**config.mk**
```make
export PLATFORM = sky130hd
export DESIGN_NAME = tv_audio_mode_matrix
export DESIGN_NICKNAME = d
export VERILOG_FILES = /design/src/rtl/tv_audio_mode_matrix.sv
export SDC_FILE = /design/constraint.sdc
export NUM_CORES = 1
export LEC_CHECK = 0
export BUFFER_PORTS_ARGS = -buffer_cell sky130_fd_sc_hd__buf_2
export CAP_MARGIN = 20
export CORE_AREA = 8 8 47 49
export DETAILED_ROUTE_END_ITERATION = 16
export DIE_AREA = 0 0 55 57
export GPL_TIMING_DRIVEN = 1
export PLACE_DENSITY = 0.68
export SYNTH_ARGS = -nofsm -noshare
export SYNTH_HDL_FRONTEND = slang
export SYNTH_SLANG_ARGS = --single-unit
```
**constraint.sdc**
```tcl
create_clock -name clk -period 1.5 [get_ports clk]
set_clock_uncertainty 0.05 [all_clocks]
set_input_delay 0.15 -clock clk [delete_from_list [all_inputs] [get_ports clk]]
set_output_delay 0.15 -clock clk [all_outputs]
set_load 0.01 [all_outputs]
```
**src/rtl/tv_audio_mode_matrix.sv**
```systemverilog
module tv_audio_mode_matrix #(
  parameter int NFLAG = 3
) (
  input  logic       clk,
  input  logic       rst_n,
  input  logic       det_stereo,
  input  logic       det_sap,
  input  logic       det_noise,
  input  logic       sap_req,
  input  logic       force_mono,
  input  logic       sap_any,
  input  logic       tv_unmute,
  input  logic       ext_sel,
  input  logic       aux_sel,
  input  logic       aux1_mono,
  input  logic       aux2_mono,
  output logic [1:0] nr_src,
  output logic [1:0] left_src,
  output logic [1:0] right_src,
  output logic [2:0] tvl_src,
  output logic [2:0] tvr_src,
  output logic       sap_softmute,
  output logic       tv_mute
);
  localparam logic [1:0] NR_NONE = 2'd0, NR_DIFF = 2'd1, NR_SAP = 2'd2;
  localparam logic [1:0] CH_L = 2'd0, CH_R = 2'd1, CH_SUM = 2'd2, CH_SAP = 2'd3;
  localparam logic [2:0] TV_MUTE = 3'd0, TV_ML = 3'd1, TV_MR = 3'd2,
                         TV_A1L = 3'd3, TV_A1R = 3'd4, TV_A2L = 3'd5, TV_A2R = 3'd6;

  logic [NFLAG-1:0] raw, h0, h1, flt;
  assign raw = {det_noise, det_sap, det_stereo};

  always_ff @(posedge clk or negedge rst_n)
    if (!rst_n) begin
      h0 <= '0;
      h1 <= '0;
    end else begin
      h0 <= raw;
      h1 <= h0;
    end

  for (genvar i = 0; i < NFLAG; i++) begin : g_vote
    assign flt[i] = (raw[i] & h0[i]) | (raw[i] & h1[i]) | (h0[i] & h1[i]);
  end

  logic st_f, sap_f, noise_f, sap_path;
  assign st_f     = flt[0];
  assign sap_f    = flt[1];
  assign noise_f  = flt[2];
  assign sap_path = sap_req & (sap_any | sap_f);

  logic [1:0] nr_d, l_d, r_d;
  always_comb begin
    if (sap_path) begin
      nr_d = NR_SAP;
      l_d  = force_mono ? CH_SUM : CH_SAP;
      r_d  = CH_SAP;
    end else if (st_f && !force_mono) begin
      nr_d = NR_DIFF;
      l_d  = CH_L;
      r_d  = CH_R;
    end else begin
      nr_d = NR_NONE;
      l_d  = CH_SUM;
      r_d  = CH_SUM;
    end
  end

  logic [2:0] tl_d, tr_d;
  logic       mono_sel;
  assign mono_sel = aux_sel ? aux2_mono : aux1_mono;

  always_comb begin
    if (!tv_unmute) begin
      tl_d = TV_MUTE;
      tr_d = TV_MUTE;
    end else if (!ext_sel) begin
      tl_d = TV_ML;
      tr_d = TV_MR;
    end else begin
      tl_d = aux_sel ? TV_A2L : TV_A1L;
      tr_d = mono_sel ? tl_d : (aux_sel ? TV_A2R : TV_A1R);
    end
  end

  always_ff @(posedge clk or negedge rst_n)
    if (!rst_n) begin
      nr_src       <= NR_NONE;
      left_src     <= CH_SUM;
      right_src    <= CH_SUM;
      tvl_src      <= TV_MUTE;
      tvr_src      <= TV_MUTE;
      sap_softmute <= 1'b0;
      tv_mute      <= 1'b1;
    end else begin
      nr_src       <= nr_d;
      left_src     <= l_d;
      right_src    <= r_d;
      tvl_src      <= tl_d;
      tvr_src      <= tr_d;
      sap_softmute <= sap_path & noise_f;
      tv_mute      <= ~tv_unmute;
    end
endmodule

```
-- Yosys cells after proc, flatten, opt, wreduce, memory -nomap -nowiden
Cells that the tools add are included.
- register bits: 20
- bits of input ports: 13
- output and inout port bits: 14
- muxes and demuxes: 15
- reduce and logical (&&, ||, !) cells: 2
- bitwise gates (word level): 19
- operator list (cell ; count):
    $mux W3 ; 6
    $mux W2 ; 6
    $and A1 B1 Y1 ; 11
    $or A1 B1 Y1 ; 7
    $mux W1 ; 3
    $logic_and A1 B1 Y1 ; 1
    $logic_not A1 Y1 ; 1
    $not A1 Y1 ; 1

-- Logic depth before layout (Yosys ltp)
Gate-level depths: netlist of the first run.
- depth in word-level cells: 6
- gate-level depth with buffers: 3

-- Least setup slack after synthesis of the first run
No wires, ideal clock.
- kind: register to register
- from: reg h1[1]
- to: reg nr_src[0]
- setup time: 0.065 ns
- stages on the path, launching flop included: 4
- arrival time: 0.961 ns
- required time: 1.385 ns
- buffers on the path: 0
- slack: 0.424 ns
- cells stage by stage: dfrtp_1 -> maj3_2 -> o21ai_4 -> and2b_1
- cells in the longest elaborated chain, start to end: 6
- elaborated cells on any way between the ends: 7
- those cells by class: mux: 1; bitwise: 6
- ends and longest elaborated chain (item ; line ; RTL):
    start: declaration ; 30 ; logic [NFLAG-1:0] raw, h0, h1, flt;
    start signal: assignment ; 36 ; h1 <= '0;
    start signal: assignment ; 39 ; h1 <= h0;
    $and A1 B1 Y1 ; 43 ; assign flt[i] = (raw[i] & h0[i]) | (raw[i] & h1[i]) | (h0[i] & h1[i]);
    $or A1 B1 Y1 ; 43 ;
    $or A1 B1 Y1 (*) ; 43 ;
    $or A1 B1 Y1 (*) ; 50 ; assign sap_path = sap_req & (sap_any | sap_f);
    $and A1 B1 Y1 (*) ; 50 ;
    $mux W2 (*) ; 54 ; if (sap_path) begin
    named net nr_d[0] ; 52 ; logic [1:0] nr_d, l_d, r_d;
    end signal: assignment ; 96 ; nr_src <= nr_d;
    end: declaration ; 17 ; output logic [1:0] nr_src,
Mark *: on every way through the listed nets, which the timed path passes. The rest lies on a longest branch.

-- Final worst setup path of the first run
- from: in det_sap
- to: reg nr_src[0]
- cells in the longest elaborated chain, start to end: 6
- elaborated cells on any way between the ends: 7
- those cells by class: mux: 1; bitwise: 6
- ends and longest elaborated chain (item ; line ; RTL):
    start: declaration ; 7 ; input logic det_sap,
    $and A1 B1 Y1 ; 43 ;
    $or A1 B1 Y1 (*) (2 in series) ; 43 ;
    $or A1 B1 Y1 (*) ; 50 ;
    $and A1 B1 Y1 (*) ; 50 ;
    $mux W2 (*) ; 54 ;
    named net nr_d[0] ; 52 ;
Marks and branches as above.

==> impl_metrics.env, run 1 <==
export IMPL_synth_simple_area_share_pct=7.74
export IMPL_tritoncts="yes"
export IMPL_cp_slowest_cell="dlygate4sd3_1"
export IMPL_n_fill_cell=139
export IMPL_design_core_area_um2=1580
export IMPL_final_cells=99
export IMPL_portBuffers=26
export IMPL_synth_cell_types=13
export IMPL_path_max_fanout=6
export IMPL_cp_depth=5
export IMPL_area_growth_pct=42.6
export IMPL_fin_nets=96
export IMPL_status="finished, final reports clean"
export IMPL_fin_crit_sh_pct=84.6
export IMPL_synthFlopType="dfrtp_1"
export IMPL_crit_chain="dlygate4sd3_1 -> buf_2 -> maj3_2 -> o21ai_4 -> and2b_1"
export IMPL_place_inst=86
export IMPL_synth_fa_ha_area_share_pct=1.83
export IMPL_r2r_end="nr_src[0]"
export IMPL_grt_pass1_wl_um=1910
export IMPL_synthMostInstantiatedCell="dfrtp_1"
export IMPL_cts_buffers=3
export IMPL_fp_dieArea_um2=3140
export IMPL_synthTopCellsByArea="dfrtp_1 69%, dfstp_2 8.6%, nand2_1 3.7%, a21oi_1 3.3%, o21ai_4 2.6%"
export IMPL_grt_pass1_vias=475
export IMPL_grt_total_usage_pct=8.35
export IMPL_ir_drop_mv=0.546
export IMPL_yosysTopAreaCell="dfrtp_1"
export IMPL_wirelength_um=1230
export IMPL_finalMaxSlewViolations=0
export IMPL_clk_latency_ns=0.28
export IMPL_cap_violations=0
export IMPL_worstMarginPinSlew_ns=0.392
export IMPL_synth_seq_cells=19
export IMPL_r2r_slack_ns=0.35
export IMPL_synth_nets=57
export IMPL_drt_iter0_drc=4
export IMPL_setup_viol=0
export IMPL_critPathLaunch="det_sap"
export IMPL_htree_num_levels=1
export IMPL_rsz0062_at_grt="no"
export IMPL_yosys_area_share_xor_xnor_pct=0
export IMPL_slowest_delay_ns=0.52
export IMPL_netlist_instances=44
export IMPL_die_y_um=57
export IMPL_r2r_start="h1[1]"
export IMPL_hold_class="input pin to flip-flop"
export IMPL_arrival_ns=1.45
export IMPL_synth_top_area_share_pct=69.2
export IMPL_async_reset_ff_share_pct=100
export IMPL_clock_sinks=19
export IMPL_crit_required_ns=1.68
export IMPL_initial_core_util_pct=39.0
export IMPL_max_freq_ghz=0.788
export IMPL_cts_root_buf="clkbuf_4"
export IMPL_crit_family="buffers and inverters"
export IMPL_crit_buf_inv=2
export IMPL_synthTopCellsByCount="17 x dfrtp_1, 6 x nand2_1, 4 x a21oi_1"
export IMPL_leakage_uw=0.000463
export IMPL_tns_ns=0
export IMPL_vias=442
export IMPL_drt_vias_per_instance=4.46
export IMPL_hpwl_um=932
export IMPL_clkTransAtPathRegs_ns=0.10
export IMPL_antenna_left=0
export IMPL_endpoint_kind="flip-flop"
export IMPL_start_kind="input pin"
export IMPL_synth_compound_area_share_pct=9.57
export IMPL_yosys_warnings=0
export IMPL_wl_per_cell_um=12.4
export IMPL_path_class="input pin to flip-flop"
export IMPL_relSlewSlack_pct=73.9
export IMPL_synth_top_family_by_area="compound AO/OA/AOI/OAI gates"
export IMPL_gp_congestion=0.643
export IMPL_pin_count=27
export IMPL_synth_mux_area_share_pct=0
export IMPL_ys_seq_area_share_pct=77.8
export IMPL_synth_edf_count=0
export IMPL_first_pass_iters=3
export IMPL_drc_errors=0
export IMPL_hold_viol=0
export IMPL_timing_hold_ws_ns=0.0689
export IMPL_antenna_cells=0
export IMPL_gr_total_overflow=0
export IMPL_ctsLongestPathBuffers=2
export IMPL_power_density_nw_per_um2=1030
export IMPL_fin_crit_ns=1.27
export IMPL_drive_gt1_share_pct=41.5
export IMPL_syn_area_um2=614
export IMPL_antenna_found_initial=0
export IMPL_syn_avg_cell_area_um2=14.0
export IMPL_endpoint="nr_src[0]"
export IMPL_grt_max_degree=20
export IMPL_die_w_um=55
export IMPL_num_rows=15
export IMPL_r2r_cells=3
-- worst register-to-register path, delay by kind of cell (launching register included) --
kind | cells | cell delay (ns)
adders and majority gates | 1 | 0.33
DFF | 1 | 0.39
and+or+nand+nor | 1 | 0.15
AOI/OAI and AO/OA | 1 | 0.18
-- placed cells by master (no fill, tap or decap) --
cell type,instances
dlygate4sd3_1,9
dfrtp_1,17
nand2b_1,1
buf_2,26
nor2_1,3
clkbuf_4,3
and2b_1,1
inv_1,3
nand2_1,6
maj3_2,1
dfstp_2,2
clkinv_2,1
o21ai_0,3
a21oi_1,4
o21ai_4,1
a21o_1,1
-- report_power, final --
| part | internal [µW] | switching, µW | total [µW] |
|---|---|---|---|
| Clock | 98.8 | 143 | 242 |
| Combinational | 54.2 | 57.0 | 111 |
| Sequential | 542 | 9.01 | 551 |
-- layer usage --
metal | vias up | track usage (%) | share of wire, %
met3 | 2 | 3.12 | 11
met5 | - | 0 | 0
met4 | 0 | 5.15 | 1.7
met2 | 17 | 14.4 | 51
met1 | 205 | 7.73 | 36
li1 | 218 | - | -
-- metrics by stage --
step	util [%]	power [µW]	instance area [µm²]	setup WS, ns
floorplan	-	600	614	0.424
global placement	48.1	654	758	0.405
detailed placement	48.1	657	758	0.376
CTS	55.6	916	876	0.227
global route	55.6	956	876	0.177
finish	55.6	904	876	0.231
-- flip-flops by register name (all words and copies together) (netlist names) --
signal	cells
tvl_src	3
tvr_src	3
h0	3
h1	3
right_src	1
sap_softmute	1
left_src	2
tv_mute	1
nr_src	2
-- layout make-up --
| cell class | instances | area (µm²) | share of cell area, % |
|---|---|---|---|
| Tap cell | 17 | 21.3 | 2.43 |
| Inverter | 3 | 11.3 | 1.29 |
| Clock inverter | 1 | 5.00 | 0.571 |
| Timing Repair Buffer | 35 | 220 | 25.1 |
| Sequential cell | 19 | 478 | 54.6 |
| Multi-Input combinational cell | 21 | 118 | 13.4 |
| Clock buffer | 3 | 22.5 | 2.57 |
-- kinds of logic after synthesis --
kind of cell	after synthesis
AND/OR/NAND/NOR	11
flip-flops	19
buffers and inverters	4
AO/OA/AOI/OAI	9
adder cells (fa/ha/maj)	1
-- how the worst min path moves through the flow --
| stage | cells after the start | to | from | slack (ns) |
|---|---|---|---|---|
| 4_1_cts | 3 | tvr_src[0] | aux2_mono | 0.07 |
| 3_5_place_dp | 1 | sap_softmute | rst_n | 0.05 |
| 2_1_floorplan | 0 | h0[0] | rst_n | -0.20 |
| 3_3_place_gp | 1 | nr_src[0] | rst_n | 0.05 |
| 5_1_grt | 3 | tvr_src[0] | aux2_mono | 0.06 |
| 6_report | 3 | tvr_src[0] | aux2_mono | 0.07 |
-- timing repair --
item                      CTS  global route
hold buffers                9             0
hold endpoints to repair   26             0
buffers inserted            0             0
gates resized for setup     0             0
No activity file was read; power rests on OpenSTA's default activity.
==> run 2, diff against run 1 <==
- clock period: 1.5 -> 1.25 ns (I/O delays scaled with it)
==> run 2 against run 1 <==
Wire length rose by 0.73%. Final cell count did not move. Clock power rose by 20%. Largest cell class unchanged. Via count rose by 0.68%. Largest power group unchanged. First-iteration DRC count did not move. Sequential power rose by 20%.
==> impl_metrics.env, run 2 (same netlist as run 1, synthesis figures left out) <==
export IMPL_cap_violations=0
export IMPL_grt_total_usage_pct=8.35
export IMPL_fin_crit_ns=1.15
export IMPL_clock_sinks=19
export IMPL_ir_drop_mv=0.671
export IMPL_pin_count=27
export IMPL_crit_chain="maj3_2 -> o21ai_4 -> and2b_1"
export IMPL_p_comb_share_pct=12.3
export IMPL_area_growth_pct=42.6
export IMPL_drive_gt1_share_pct=41.5
export IMPL_gr_total_overflow=0
export IMPL_cts_root_buf="clkbuf_4"
export IMPL_gp_congestion=0.643
export IMPL_worstMarginPinSlew_ns=0.392
export IMPL_max_freq_ghz=0.871
export IMPL_layout_common_cells="26 x buf_2, 17 x dfrtp_1, 9 x dlygate4sd3_1, 6 x nand2_1, 4 x a21oi_1"
export IMPL_die_w_um=55
export IMPL_drt_iter0_drc=4
export IMPL_leakage_uw=0.000463
export IMPL_clkPwrFrac_pct=26.7
export IMPL_grt_max_degree=20
export IMPL_antenna_cells=0
export IMPL_endpoint_kind="flip-flop"
export IMPL_design_core_area_um2=1580
export IMPL_setup_viol=0
export IMPL_tns_ns=0
export IMPL_antenna_found_initial=0
export IMPL_crit_required_ns=1.43
export IMPL_cts_buffers=3
export IMPL_antenna_left=0
export IMPL_fin_crit_sh_pct=91.8
export IMPL_path_class="flip-flop to flip-flop"
export IMPL_first_pass_iters=3
export IMPL_setup_ws_ns=0.103
export IMPL_slowest_delay_ns=0.39
export IMPL_htree_num_levels=1
export IMPL_drc_errors=0
export IMPL_clk_latency_ns=0.28
export IMPL_fp_dieArea_um2=3140
export IMPL_power_net_switching_uw=251
export IMPL_grt_pass1_vias=475
export IMPL_timing_hold_ws_ns=0.0439
export IMPL_relSlewSlack_pct=73.9
export IMPL_ctsLongestPathBuffers=2
export IMPL_vias=445
export IMPL_initial_core_util_pct=39.0
export IMPL_path_max_fanout=6
export IMPL_hold_class="input pin to flip-flop"
export IMPL_portBuffers=26
export IMPL_final_common_cell="buf_2"
export IMPL_hpwl_um=932
export IMPL_rsz0062_at_grt="no"
export IMPL_wirelength_um=1240
export IMPL_fin_nets=96
export IMPL_finalMaxSlewViolations=0
export IMPL_p_int_uw=834
export IMPL_num_rows=15
export IMPL_drt_vias_per_instance=4.49
export IMPL_start_kind="flip-flop"
export IMPL_cp_slowest_cell="dfrtp_1"
export IMPL_hold_viol=0
export IMPL_power_density_nw_per_um2=1240
export IMPL_arrival_ns=1.32
export IMPL_pre_cts_ws_ns=0.126
export IMPL_status="finished, final reports clean"
export IMPL_clkTransAtPathRegs_ns=0.10
export IMPL_die_y_um=57
export IMPL_grt_pass1_wl_um=1910
export IMPL_switching_share_pct=23.1
export IMPL_crit_buf_inv=0
export IMPL_post_cts_buffers=0
export IMPL_wl_per_cell_um=12.5
export IMPL_tritoncts="yes"
export IMPL_pwr_share_seq_pct=60.9
export IMPL_crit_family="flip-flops"
==> run 2: cell counts in the layout (fill, tap and decap cells not counted) <==
Identical to the previous run, type by type.
==> run 2: final timing paths <==
path | cells after the start | start | endpoint | slack [ns]
worst max-delay path | 3 | h1[1] | nr_src[0] | 0.10
worst min-delay path | 3 | aux2_mono | tvr_src[0] | 0.04
worst max register to register | 3 | h1[1] | nr_src[0] | 0.10
worst min register to register | 0 | h0[2] | h1[2] | 0.34
max in group asynchronous | 2 | rst_n | tv_mute | 0.60
min in group asynchronous | 2 | rst_n | tvl_src[0] | 0.24
==> run 2: layout make-up <==
| type | count | area, µm² |
|---|---|---|
| clock buffer | 3 | 22.5 |
| clock inverter | 1 | 5.00 |
| fill | 142 | 701 |
| inverter | 3 | 11.3 |
| multi-input combinational | 21 | 118 |
| sequential | 19 | 478 |
| tap | 17 | 21.3 |
| timing repair buffer | 35 | 220 |
==> run 2: worst register-to-register path, cell delays in order (launching register included) <==
cell     delay, ns
dfrtp_1       0.39
maj3_2        0.33
o21ai_4       0.18
and2b_1       0.15
==> run 2: power groups by stage <==
stage          registers, µW  logic, µW  clock network (µW)
2_1_floorplan            686       34.2                   0
3_3_place_gp             672        113                   0
3_5_place_dp             674        115                   0
4_1_cts                  662        137                 299
5_1_grt                  665        150                 332
6_report                 661        134                 290
==> run 2: repair_timing <==
item                                   4_1_cts  5_1_grt
resized for setup                            0        0
endpoints found under the hold margin       26        0
hold buffers                                 9        0
==> run 2: metrics by stage <==
| step | cell area [µm²] | utilization (%) | cells | power, µW |
|---|---|---|---|---|
| 2_1_floorplan | 614 | - | 44 | 720 |
| 3_3_place_gp | 758 | 48.1 | 86 | 785 |
| 3_5_place_dp | 758 | 48.1 | 86 | 789 |
| 4_1_cts | 876 | 55.6 | 99 | 1100 |
| 5_1_grt | 876 | 55.6 | 99 | 1150 |
| 6_report | 876 | 55.6 | 99 | 1090 |
==> run 2: per-layer routing <==
metal / routed length (µm) / track usage (%) / share of wire [%] / vias to the layer above
met5: 0 / 0 / 0 / -
met4: 21 / 5.15 / 1.7 / 0
met3: 137 / 3.12 / 11 / 2
met2: 631 / 14.4 / 51 / 17
met1: 449 / 7.73 / 36 / 209
li1: - / - / - / 217
==> run 3, diff against run 2 <==
- BUFFER_PORTS_ARGS: -buffer_cell sky130_fd_sc_hd__buf_2 -> -buffer_cell sky130_fd_sc_hd__clkbuf_2
==> run 3 against run 2 <==
Utilization decreased by 0.32 points. Final cell count decreased by 1.0%. Clock power increased by 1%. Final area decreased by 0.57%. Critical endpoint unchanged. Largest power group unchanged.
==> impl_metrics.env, run 3 (same netlist as run 1, synthesis figures left out) <==
export IMPL_status="finished, final reports clean"
export IMPL_vias=439
export IMPL_p_int_uw=833
export IMPL_placed_cell_area_um2=758
export IMPL_drt_vias_per_instance=4.48
export IMPL_relSlewSlack_pct=70.0
export IMPL_drc_errors=0
export IMPL_tritoncts="yes"
export IMPL_grt_pass1_wl_um=2050
export IMPL_start_kind="input pin"
export IMPL_cap_violations=0
export IMPL_cts_resized=0
export IMPL_die_y_um=57
export IMPL_max_freq_ghz=0.849
export IMPL_fp_dieArea_um2=3140
export IMPL_worstMarginPinSlew_ns=0.451
export IMPL_finalMaxSlewViolations=0
export IMPL_p_comb_share_pct=12.3
export IMPL_initial_core_util_pct=39.0
export IMPL_clkTransAtPathRegs_ns=0.10
export IMPL_first_pass_iters=4
export IMPL_wirelength_um=1280
export IMPL_r2r_slack_ns=0.08
export IMPL_endpoint_kind="flip-flop"
export IMPL_design_area_um2=871
export IMPL_clk_latency_ns=0.29
export IMPL_htree_num_levels=1
export IMPL_drive_gt1_share_pct=40.7
export IMPL_rsz0062_at_grt="no"
export IMPL_hpwl_um=925
export IMPL_fin_crit_ns=1.18
export IMPL_grt_total_usage_pct=8.94
export IMPL_grt_pass1_vias=511
export IMPL_hold_viol=0
export IMPL_power_density_nw_per_um2=1250
export IMPL_grt_max_degree=20
export IMPL_portBuffers=26
export IMPL_antenna_left=0
export IMPL_fin_crit_sh_pct=94.3
export IMPL_antenna_cells=0
export IMPL_switching_share_pct=23.5
export IMPL_area_growth_pct=41.8
export IMPL_clkPwrFrac_pct=27.0
export IMPL_antenna_found_initial=0
export IMPL_tns_ns=0
export IMPL_cts_buffers=3
export IMPL_final_common_cell="clkbuf_2"
export IMPL_pwr_share_seq_pct=60.8
export IMPL_path_class="input pin to flip-flop"
export IMPL_path_max_fanout=6
export IMPL_wl_per_cell_um=13.0
export IMPL_ir_drop_mv=0.496
export IMPL_die_w_um=55
export IMPL_drt_iter0_drc=4
export IMPL_gp_congestion=0.640
export IMPL_crit_required_ns=1.44
export IMPL_pin_count=27
export IMPL_cts_root_buf="clkbuf_4"
export IMPL_timing_hold_ws_ns=0.0330
export IMPL_ctsLongestPathBuffers=2
export IMPL_leakage_uw=0.000460
export IMPL_num_rows=15
export IMPL_layout_common_cells="25 x clkbuf_2, 17 x dfrtp_1, 9 x dlygate4sd3_1, 6 x nand2_1, 4 x a21oi_1"
export IMPL_gr_total_overflow=0
export IMPL_clock_sinks=19
export IMPL_fin_nets=95
export IMPL_power_net_switching_uw=256
export IMPL_hold_class="input pin to flip-flop"
export IMPL_setup_viol=0
export IMPL_arrival_ns=1.36
export IMPL_design_core_area_um2=1580
-- run 3: changes by cell type in the layout (fill, tap and decap cells not counted) --
cell / before / now
clkbuf_2: 0 / 25
buf_2: 26 / 0
-- run 3: cell type report --
cell class              count  area [µm²]
repair buffers             34         215
flip-flops and latches     19         478
well taps                  17        21.3
fillers                   144         706
inverters                   3        11.3
multi-input cells          21         118
clock buffers               3        22.5
clock inverters             1        5.00
-- run 3: path summary, 6_finish.rpt --
check                        start     endpoint  cells after the start
setup / recovery           det_sap    nr_src[0]                      4
min in group asynchronous    rst_n  left_src[0]                      2
max in group asynchronous    rst_n      tv_mute                      2
setup reg to reg             h0[1]    nr_src[0]                      3
hold / removal             sap_req  left_src[1]                      3
hold reg to reg              h0[2]        h1[2]                      0
-- run 3: timing repair --
item | 4_1_cts | 5_1_grt
hold buffers | 9 | 0
endpoints found under the hold margin | 26 | 0
setup endpoints to repair | 0 | 3
setup buffers | 0 | 0
-- run 3: routing by layer --
metal / up-vias / part of all wire [%] / GRT usage (%)
met5: - / 0 / 0
met4: 0 / 1.6 / 6.19
met3: 2 / 8.5 / 2.60
met2: 19 / 50 / 15.2
met1: 204 / 40 / 8.63
li1: 214 / - / -
-- run 3: critical path, stage by stage --
cell and delay (ns):
dlygate4sd3_1 0.56, maj3_2 0.33, o21ai_4 0.21, and2b_1 0.14
-- run 3: stage by stage --
stage                     power [µW]  instances  worst slack [ns]  util, %
after CTS                       1110         99            0.0216     55.6
after global routing            1150         98           0.00938     55.2
after floorplan                  720         44             0.174        -
after global placement           785         86             0.155     48.1
after detailed placement         789         86             0.127     48.1
final                           1090         98            0.0717     55.2
-- run 3: power groups by stage --
| stage | combinational (µW) | sequential, µW | clock, µW |
|---|---|---|---|
| global route | 150 | 665 | 331 |
| floorplan | 34.2 | 686 | 0 |
| detailed placement | 115 | 674 | 0 |
| CTS | 137 | 662 | 306 |
| global placement | 112 | 673 | 0 |
| finish | 134 | 661 | 294 |
